File: src/rtl/irq_nest_pkg.sv
package irq_nest_pkg;

    localparam int NSRC   = 5;
    localparam int IDX_W  = 3;
    localparam int DATA_W = 8;
    localparam int ADDR_W = 2;

    typedef enum logic [ADDR_W-1:0] {
        CFG_GLOBAL = 2'd0,
        CFG_ENABLE = 2'd1,
        CFG_PRIO   = 2'd2,
        CFG_STATUS = 2'd3
    } cfg_addr_e;

    typedef enum logic [IDX_W-1:0] {
        SRC_EXT0 = 3'd0,
        SRC_TMR0 = 3'd1,
        SRC_EXT1 = 3'd2,
        SRC_TMR1 = 3'd3,
        SRC_SER  = 3'd4
    } src_e;

    typedef struct packed {
        logic            gie;
        logic [NSRC-1:0] en;
        logic [NSRC-1:0] prio;
    } cfg_t;

    typedef struct packed {
        logic             valid;
        logic [IDX_W-1:0] idx;
    } pick_t;

    function automatic logic [NSRC-1:0] idx_to_onehot(input logic [IDX_W-1:0] idx);
        logic [NSRC-1:0] oh;
        oh = '0;
        for (int i = 0; i < NSRC; i++) begin
            if (idx == IDX_W'(i)) oh[i] = 1'b1;
        end
        return oh;
    endfunction

endpackage

File: src/rtl/irq_pick.sv
module irq_pick
    import irq_nest_pkg::*;
#(
    parameter int N  = NSRC,
    parameter int IW = IDX_W
) (
    input  logic [N-1:0]  vec,
    output logic          valid,
    output logic [IW-1:0] idx
);
    logic [N:0]   seen;
    logic [N-1:0] grant;

    assign seen[0] = 1'b0;

    generate
        for (genvar g = 0; g < N; g++) begin : g_chain
            assign seen[g+1] = seen[g] | vec[g];
            assign grant[g]  = vec[g] & ~seen[g];
        end
    endgenerate

    always_comb begin
        idx = '0;
        for (int i = 0; i < N; i++) begin
            if (grant[i]) idx = idx | IW'(i);
        end
    end

    assign valid = seen[N];

endmodule

File: src/rtl/irq_cfg_regs.sv
module irq_cfg_regs
    import irq_nest_pkg::*;
#(
    parameter int N  = NSRC,
    parameter int DW = DATA_W,
    parameter int AW = ADDR_W
) (
    input  logic          clk,
    input  logic          rst,
    input  logic          we,
    input  logic [AW-1:0] addr,
    input  logic [DW-1:0] wdata,
    input  logic [1:0]    status,
    output logic          gie,
    output logic [N-1:0]  en,
    output logic [N-1:0]  prio,
    output logic [DW-1:0] rdata
);
    logic          gie_q;
    logic [N-1:0]  en_q;
    logic [N-1:0]  prio_q;

    always_ff @(posedge clk) begin
        if (rst) begin
            gie_q  <= 1'b0;
            en_q   <= '0;
            prio_q <= '0;
        end else if (we) begin
            case (cfg_addr_e'(addr))
                CFG_GLOBAL: gie_q  <= wdata[0];
                CFG_ENABLE: en_q   <= wdata[N-1:0];
                CFG_PRIO:   prio_q <= wdata[N-1:0];
                default:    ;
            endcase
        end
    end

    always_comb begin
        rdata = '0;
        case (cfg_addr_e'(addr))
            CFG_GLOBAL: rdata[0]     = gie_q;
            CFG_ENABLE: rdata[N-1:0] = en_q;
            CFG_PRIO:   rdata[N-1:0] = prio_q;
            default:    rdata[1:0]   = status;
        endcase
    end

    assign gie  = gie_q;
    assign en   = en_q;
    assign prio = prio_q;

    // configuration is cleared one cycle after reset
    a_r1_cfg_reset: assert property (@(posedge clk)
        rst |=> (!gie_q && en_q == '0 && prio_q == '0));

    // a write to the status address leaves configuration untouched
    a_r2_status_ro: assert property (@(posedge clk) disable iff (rst)
        (we && cfg_addr_e'(addr) == CFG_STATUS) |=> ($stable(gie_q) && $stable(en_q) && $stable(prio_q)));

endmodule

File: src/rtl/irq_level_track.sv
module irq_level_track (
    input  logic clk,
    input  logic rst,
    input  logic take,
    input  logic take_hi,
    input  logic ret,
    output logic in_hi,
    output logic in_lo
);
    logic hi_q, lo_q;
    logic hi_d, lo_d;

    always_comb begin
        hi_d = hi_q;
        lo_d = lo_q;
        if (ret) begin
            if (hi_q) hi_d = 1'b0;
            else      lo_d = 1'b0;
        end
        if (take) begin
            if (take_hi) hi_d = 1'b1;
            else         lo_d = 1'b1;
        end
    end

    always_ff @(posedge clk) begin
        if (rst) begin
            hi_q <= 1'b0;
            lo_q <= 1'b0;
        end else begin
            hi_q <= hi_d;
            lo_q <= lo_d;
        end
    end

    assign in_hi = hi_q;
    assign in_lo = lo_q;

    // return clears the high level first
    a_r10_ret_hi: assert property (@(posedge clk) disable iff (rst)
        (ret && hi_q && !take) |=> (!hi_q && $stable(lo_q)));

    // with no high handler, return clears the low level
    a_r10_ret_lo: assert property (@(posedge clk) disable iff (rst)
        (ret && !hi_q && !take) |=> (!lo_q && !hi_q));

    // an accepted high-level entry marks the high level in service
    a_r8_take_hi: assert property (@(posedge clk) disable iff (rst)
        (take && take_hi) |=> hi_q);

    // an accepted low-level entry marks the low level in service
    a_r8_take_lo: assert property (@(posedge clk) disable iff (rst)
        (take && !take_hi) |=> lo_q);

endmodule

File: src/rtl/irq_nest_ctrl.sv
module irq_nest_ctrl
    import irq_nest_pkg::*;
#(
    parameter int N_SRC = NSRC,
    parameter int IW    = IDX_W,
    parameter int DW    = DATA_W,
    parameter int AW    = ADDR_W
) (
    input  logic             clk,
    input  logic             rst,
    input  logic             cfg_we,
    input  logic [AW-1:0]    cfg_addr,
    input  logic [DW-1:0]    cfg_wdata,
    output logic [DW-1:0]    cfg_rdata,
    input  logic [N_SRC-1:0] src_pend,
    output logic             irq_req,
    output logic [IW-1:0]    irq_idx,
    input  logic             irq_ack,
    input  logic             irq_ret,
    output logic [IW-1:0]    svc_idx,
    output logic [N_SRC-1:0] clr_pulse
);
    logic             gie;
    logic [N_SRC-1:0] en, prio;
    logic             in_hi, in_lo;
    logic [N_SRC-1:0] eligible, hi_set, lo_set;
    logic             hi_valid, lo_valid;
    logic [IW-1:0]    hi_idx, lo_idx;
    logic             win_hi;
    logic             take;
    logic [IW-1:0]    svc_q;
    logic [N_SRC-1:0] clr_q;

    irq_cfg_regs #(.N(N_SRC), .DW(DW), .AW(AW)) u_regs (
        .clk    (clk),
        .rst    (rst),
        .we     (cfg_we),
        .addr   (cfg_addr),
        .wdata  (cfg_wdata),
        .status ({in_hi, in_lo}),
        .gie    (gie),
        .en     (en),
        .prio   (prio),
        .rdata  (cfg_rdata)
    );

    assign eligible = src_pend & en & {N_SRC{gie}};
    assign hi_set   = eligible & prio;
    assign lo_set   = eligible & ~prio;

    irq_pick #(.N(N_SRC), .IW(IW)) u_pick_hi (
        .vec   (hi_set),
        .valid (hi_valid),
        .idx   (hi_idx)
    );

    irq_pick #(.N(N_SRC), .IW(IW)) u_pick_lo (
        .vec   (lo_set),
        .valid (lo_valid),
        .idx   (lo_idx)
    );

    always_comb begin
        win_hi  = hi_valid;
        irq_idx = hi_valid ? hi_idx : lo_idx;
        if (in_hi)         irq_req = 1'b0;
        else if (hi_valid) irq_req = 1'b1;
        else if (in_lo)    irq_req = 1'b0;
        else               irq_req = lo_valid;
    end

    assign take = irq_ack & irq_req;

    irq_level_track u_level (
        .clk     (clk),
        .rst     (rst),
        .take    (take),
        .take_hi (win_hi),
        .ret     (irq_ret),
        .in_hi   (in_hi),
        .in_lo   (in_lo)
    );

    always_ff @(posedge clk) begin
        if (rst) begin
            svc_q <= '0;
            clr_q <= '0;
        end else begin
            clr_q <= '0;
            if (take) begin
                svc_q <= irq_idx;
                clr_q <= idx_to_onehot(irq_idx);
            end
        end
    end

    assign svc_idx   = svc_q;
    assign clr_pulse = clr_q;

    // a running high-level handler masks every request
    a_r7_hi_masks_all: assert property (@(posedge clk) disable iff (rst)
        in_hi |-> !irq_req);

    // global enable off keeps the request low
    a_r3_gie_blocks: assert property (@(posedge clk) disable iff (rst)
        !gie |-> !irq_req);

    // the reported winner is always pending and enabled
    a_r4_winner_eligible: assert property (@(posedge clk) disable iff (rst)
        irq_req |-> ((eligible & idx_to_onehot(irq_idx)) != '0));

    // clear strobe has at most one bit and lasts one cycle
    a_r8_clr_onehot: assert property (@(posedge clk) disable iff (rst)
        $onehot0(clr_pulse));

    a_r8_clr_single: assert property (@(posedge clk) disable iff (rst)
        (clr_pulse != '0) |=> (clr_pulse == '0 || $past(take)));

    // an acknowledge without a request leaves no strobe
    a_r9_ack_ignored: assert property (@(posedge clk) disable iff (rst)
        (irq_ack && !irq_req) |=> (clr_pulse == '0 && $stable(svc_idx)));

endmodule

File: config.mk
export PLATFORM = sky130hd
export DESIGN_NAME = irq_nest_ctrl
export DESIGN_NICKNAME = d
export VERILOG_FILES = /design/src/rtl/irq_nest_pkg.sv /design/src/rtl/irq_pick.sv /design/src/rtl/irq_cfg_regs.sv /design/src/rtl/irq_level_track.sv /design/src/rtl/irq_nest_ctrl.sv
export SDC_FILE = /design/constraint.sdc
export NUM_CORES = 1
export LEC_CHECK = 0
export ABC_AREA = 1
export ABC_CLOCK_PERIOD_IN_PS = 1600
export BUFFER_PORTS_ARGS = -buffer_cell sky130_fd_sc_hd__buf_2
export CAP_MARGIN = 30
export CORE_ASPECT_RATIO = 1.25
export CORE_UTILIZATION = 40
export CTS_CLUSTER_SIZE = 10
export DETAILED_ROUTE_END_ITERATION = 10
export PLACE_DENSITY = 0.74
export REMOVE_ABC_BUFFERS = 1
export SYNTH_ARGS = -nofsm -noshare
export SYNTH_HDL_FRONTEND = slang
export SYNTH_SLANG_ARGS = --single-unit
export TNS_END_PERCENT = 100
File: constraint.sdc
create_clock -name clk -period 1.6 [get_ports clk]
set_input_delay 0.48 -clock clk [delete_from_list [all_inputs] [get_ports clk]]
set_output_delay 0.48 -clock clk [all_outputs]
set_load 0.02 [all_outputs]
==> metrics <==
# diodes=0; initial core utilization=0.433; HPWL after DPL=2.28 mm; Clock Sinks=21; via count of the first global-routing pass=1270; final wirelength=slightly below 4 mm; number of DRC violations after detailed routing=0; portion of total power attributed to sequential cells=0.512; clock buffer count from CTS=3; maximum fanout count along the critical path=5; number of enable-type register cells in the synthesized netlist=0; synthesis-stage register bit count=21; worst slack after detailed placement=-0.319 ns; number of pins with negative max-slew slack in the final report=0; number of iterations in the first detailed-routing pass=4; routed vias=about 1.4k; Net count, final=258; die area=roughly 3200 um2; worst hold slack=0.311 ns; most common cell after layout, fill and taps aside=sky130_fd_sc_hd__buf_4; fillcell total=208; cts-stage hold buffer count=0; clock tree root driver cell=sky130_fd_sc_hd__clkbuf_4; core outline area=2760 um2; Worst Path Arrival=1.62 ns; Gate power share=0.219; initial antenna violation count=0; top library cells by usage in the layout, fill and taps aside=36 x sky130_fd_sc_hd__buf_4, 23 x sky130_fd_sc_hd__buf_2, 19 x sky130_fd_sc_hd__nand2_1, 16 x sky130_fd_sc_hd__dfxtp_1; share of total power consumed by net switching=0.311; category of the critical setup timing path=reg -> out; ports placed on the boundary=40; depth of the CTS H-tree=1; largest buffer count on any clock path=2; flip-flop cell with the highest count after synthesis=sky130_fd_sc_hd__dfxtp_1; final period utilization=1.31; clock group share of total power=0.270; final setup violation count=18; Setup crit start kind=register; routed wirelength normalized by instance count=14.5 um; Pwr per Cell Area=536 nW/um2; largest net degree at the start of global routing=13; Tot GR Track Use=0.222; final period demand of the worst path=2.10 ns; Die H=63.1 um; result of the run=complete, but fails checks; latest clock arrival within the worst-skew pair=between 0.3 and 0.4 ns; post-detailed-placement cell area=1580 um2; TritonCTS clock tree=done; fraction of final layout cells with drive strength greater than 1=0.597; leakage power summed over all cells=0.908 nW; vias per inst=approximately 5.2; Synthesis Warnings=0; distinct cell type count of the synthesized netlist=30; violated checks=setup timing; cell count after synthesis=160; max-cap violation count=0; setup repair after global routing missed its margin=yes; Die X=50.9 um; f_max=0.476 GHz; count of standard-cell rows=21; 1st-iter DRT viols=47; maximum clock skew at final layout=about 0.0098 ns; share of async-settable or async-resettable flops after synthesis=0; average instance area after synthesis=7.46 um2; antenna violation net count after detailed routing=0; post-route standard cell area excluding fillers=2010 um2; netlist area before placement=1190 um2; Hold Vio Cnt, Final=0; total gr overflow=0; min setup slack post-route=-0.499 ns; Sw Pwr=about 0.34 mW; final weighted congestion of routability-driven global placement=0.859; Required @ worst endpoint=1.12 ns; VDD IR-drop max=approximately 0.45 mV; P_int=approximately 0.74 mW; kind of end point of the critical path=output pin; sequential area share after synthesis=0.352; clock transition time at the flip-flop clock pins of the worst setup and hold paths=0.14 ns; Port Buf Inserts=33; synth-to-layout area growth=68.6%; type of the worst min-delay path=in -> reg; wire length of the first global-routing pass=5.38 mm
[power groups by stage]
stage	clock network (mW)	logic, mW	registers (mW)
4_1_cts	0.284	0.204	0.548
3_3_place_gp	0	0.154	0.558
3_5_place_dp	0	0.156	0.559
5_1_grt	0.297	0.250	0.552
2_1_floorplan	0	0.0689	0.560
6_report	0.291	0.236	0.551
[Yosys cell counts, types with 3 or more instances]
cell type / instances / area (um2)
sky130_fd_sc_hd__a21oi_1: 11 / 55.1
sky130_fd_sc_hd__buf_4: 3 / 22.5
sky130_fd_sc_hd__dfxtp_1: 21 / 420
sky130_fd_sc_hd__ha_1: 4 / 50.1
sky130_fd_sc_hd__inv_1: 14 / 52.6
sky130_fd_sc_hd__inv_2: 3 / 11.3
sky130_fd_sc_hd__nand2_1: 28 / 105
sky130_fd_sc_hd__nand3_1: 13 / 65.1
sky130_fd_sc_hd__nand4_1: 7 / 43.8
sky130_fd_sc_hd__nor2_1: 18 / 67.6
sky130_fd_sc_hd__nor2_2: 3 / 18.8
sky130_fd_sc_hd__nor3_2: 4 / 40.0
sky130_fd_sc_hd__o21ai_0: 11 / 55.1
[metrics by stage]
stage	utilization	setup TNS [ns]	total power, mW	instances
2_1_floorplan	-	-0.978	0.628	156
3_3_place_gp	0.572	-2.67	0.713	251
3_5_place_dp	0.572	-2.96	0.715	251
4_1_cts	0.669	-2.30	1.04	260
5_1_grt	0.729	-4.65	1.10	267
6_report	0.729	-3.29	1.08	267
[registers in the layout (all words and copies together) (netlist names)]
| signal | count |
|---|---|
| svc_idx | 3 |
| u_regs.prio | 5 |
| u_regs.gie | 1 |
| u_level.in_hi | 1 |
| clr_pulse | 5 |
| u_regs.en | 5 |
| u_level.in_lo | 1 |
[critical path, stage by stage (launching register included)]
cell	delay, ns
sky130_fd_sc_hd__dfxtp_2	0.38
sky130_fd_sc_hd__buf_6	0.13
sky130_fd_sc_hd__nand4_1	0.14
sky130_fd_sc_hd__and2_4	0.20
sky130_fd_sc_hd__nand3_4	0.09
sky130_fd_sc_hd__inv_4	0.05
sky130_fd_sc_hd__a21oi_4	0.16
sky130_fd_sc_hd__buf_6	0.13
[cell type report]
type / count / area, um2 / share of cell area
tap: 34 / 42.5 / 0.0211
multi-input combinational: 117 / 851 / 0.423
inverter: 18 / 101 / 0.0504
timing repair buffer: 73 / 561 / 0.279
clock buffer: 3 / 22.5 / 0.0112
sequential: 21 / 429 / 0.213
clock inverter: 1 / 5.00 / 0.00249
[metal layers]
layer,GRT usage,up-vias,part of all wire
li1,-,676,-
met3,0.0266,11,0.045
met4,0.0903,0,0.028
met5,0,-,0
met1,0.238,647,0.37
met2,0.422,54,0.56
[cell families after synthesis]
kind of cell	after synthesis	synth area share
buf+inv	24	0.0912
fa+ha+maj	4	0.0419
simple gates	81	0.364
flops	21	0.352
other cells	1	0.00314
compound gates	29	0.148
[repair_timing]
item,CTS,global route
resized for setup,63,28
pin swaps,18,10
endpoints found under the setup margin,9,19
buffers inserted,5,8
[final timing paths]
path | start | end | slack [ns] | cells after the start
hold reg to reg | svc_idx[0] | svc_idx[0] | 0.48 | 2
hold / removal | rst | u_regs.gie | 0.31 | 2
setup / recovery | u_regs.gie | irq_req | -0.50 | 7
setup reg to reg | u_regs.gie | u_level.in_hi | -0.10 | 11
No activity file was read; power rests on OpenSTA's default activity.
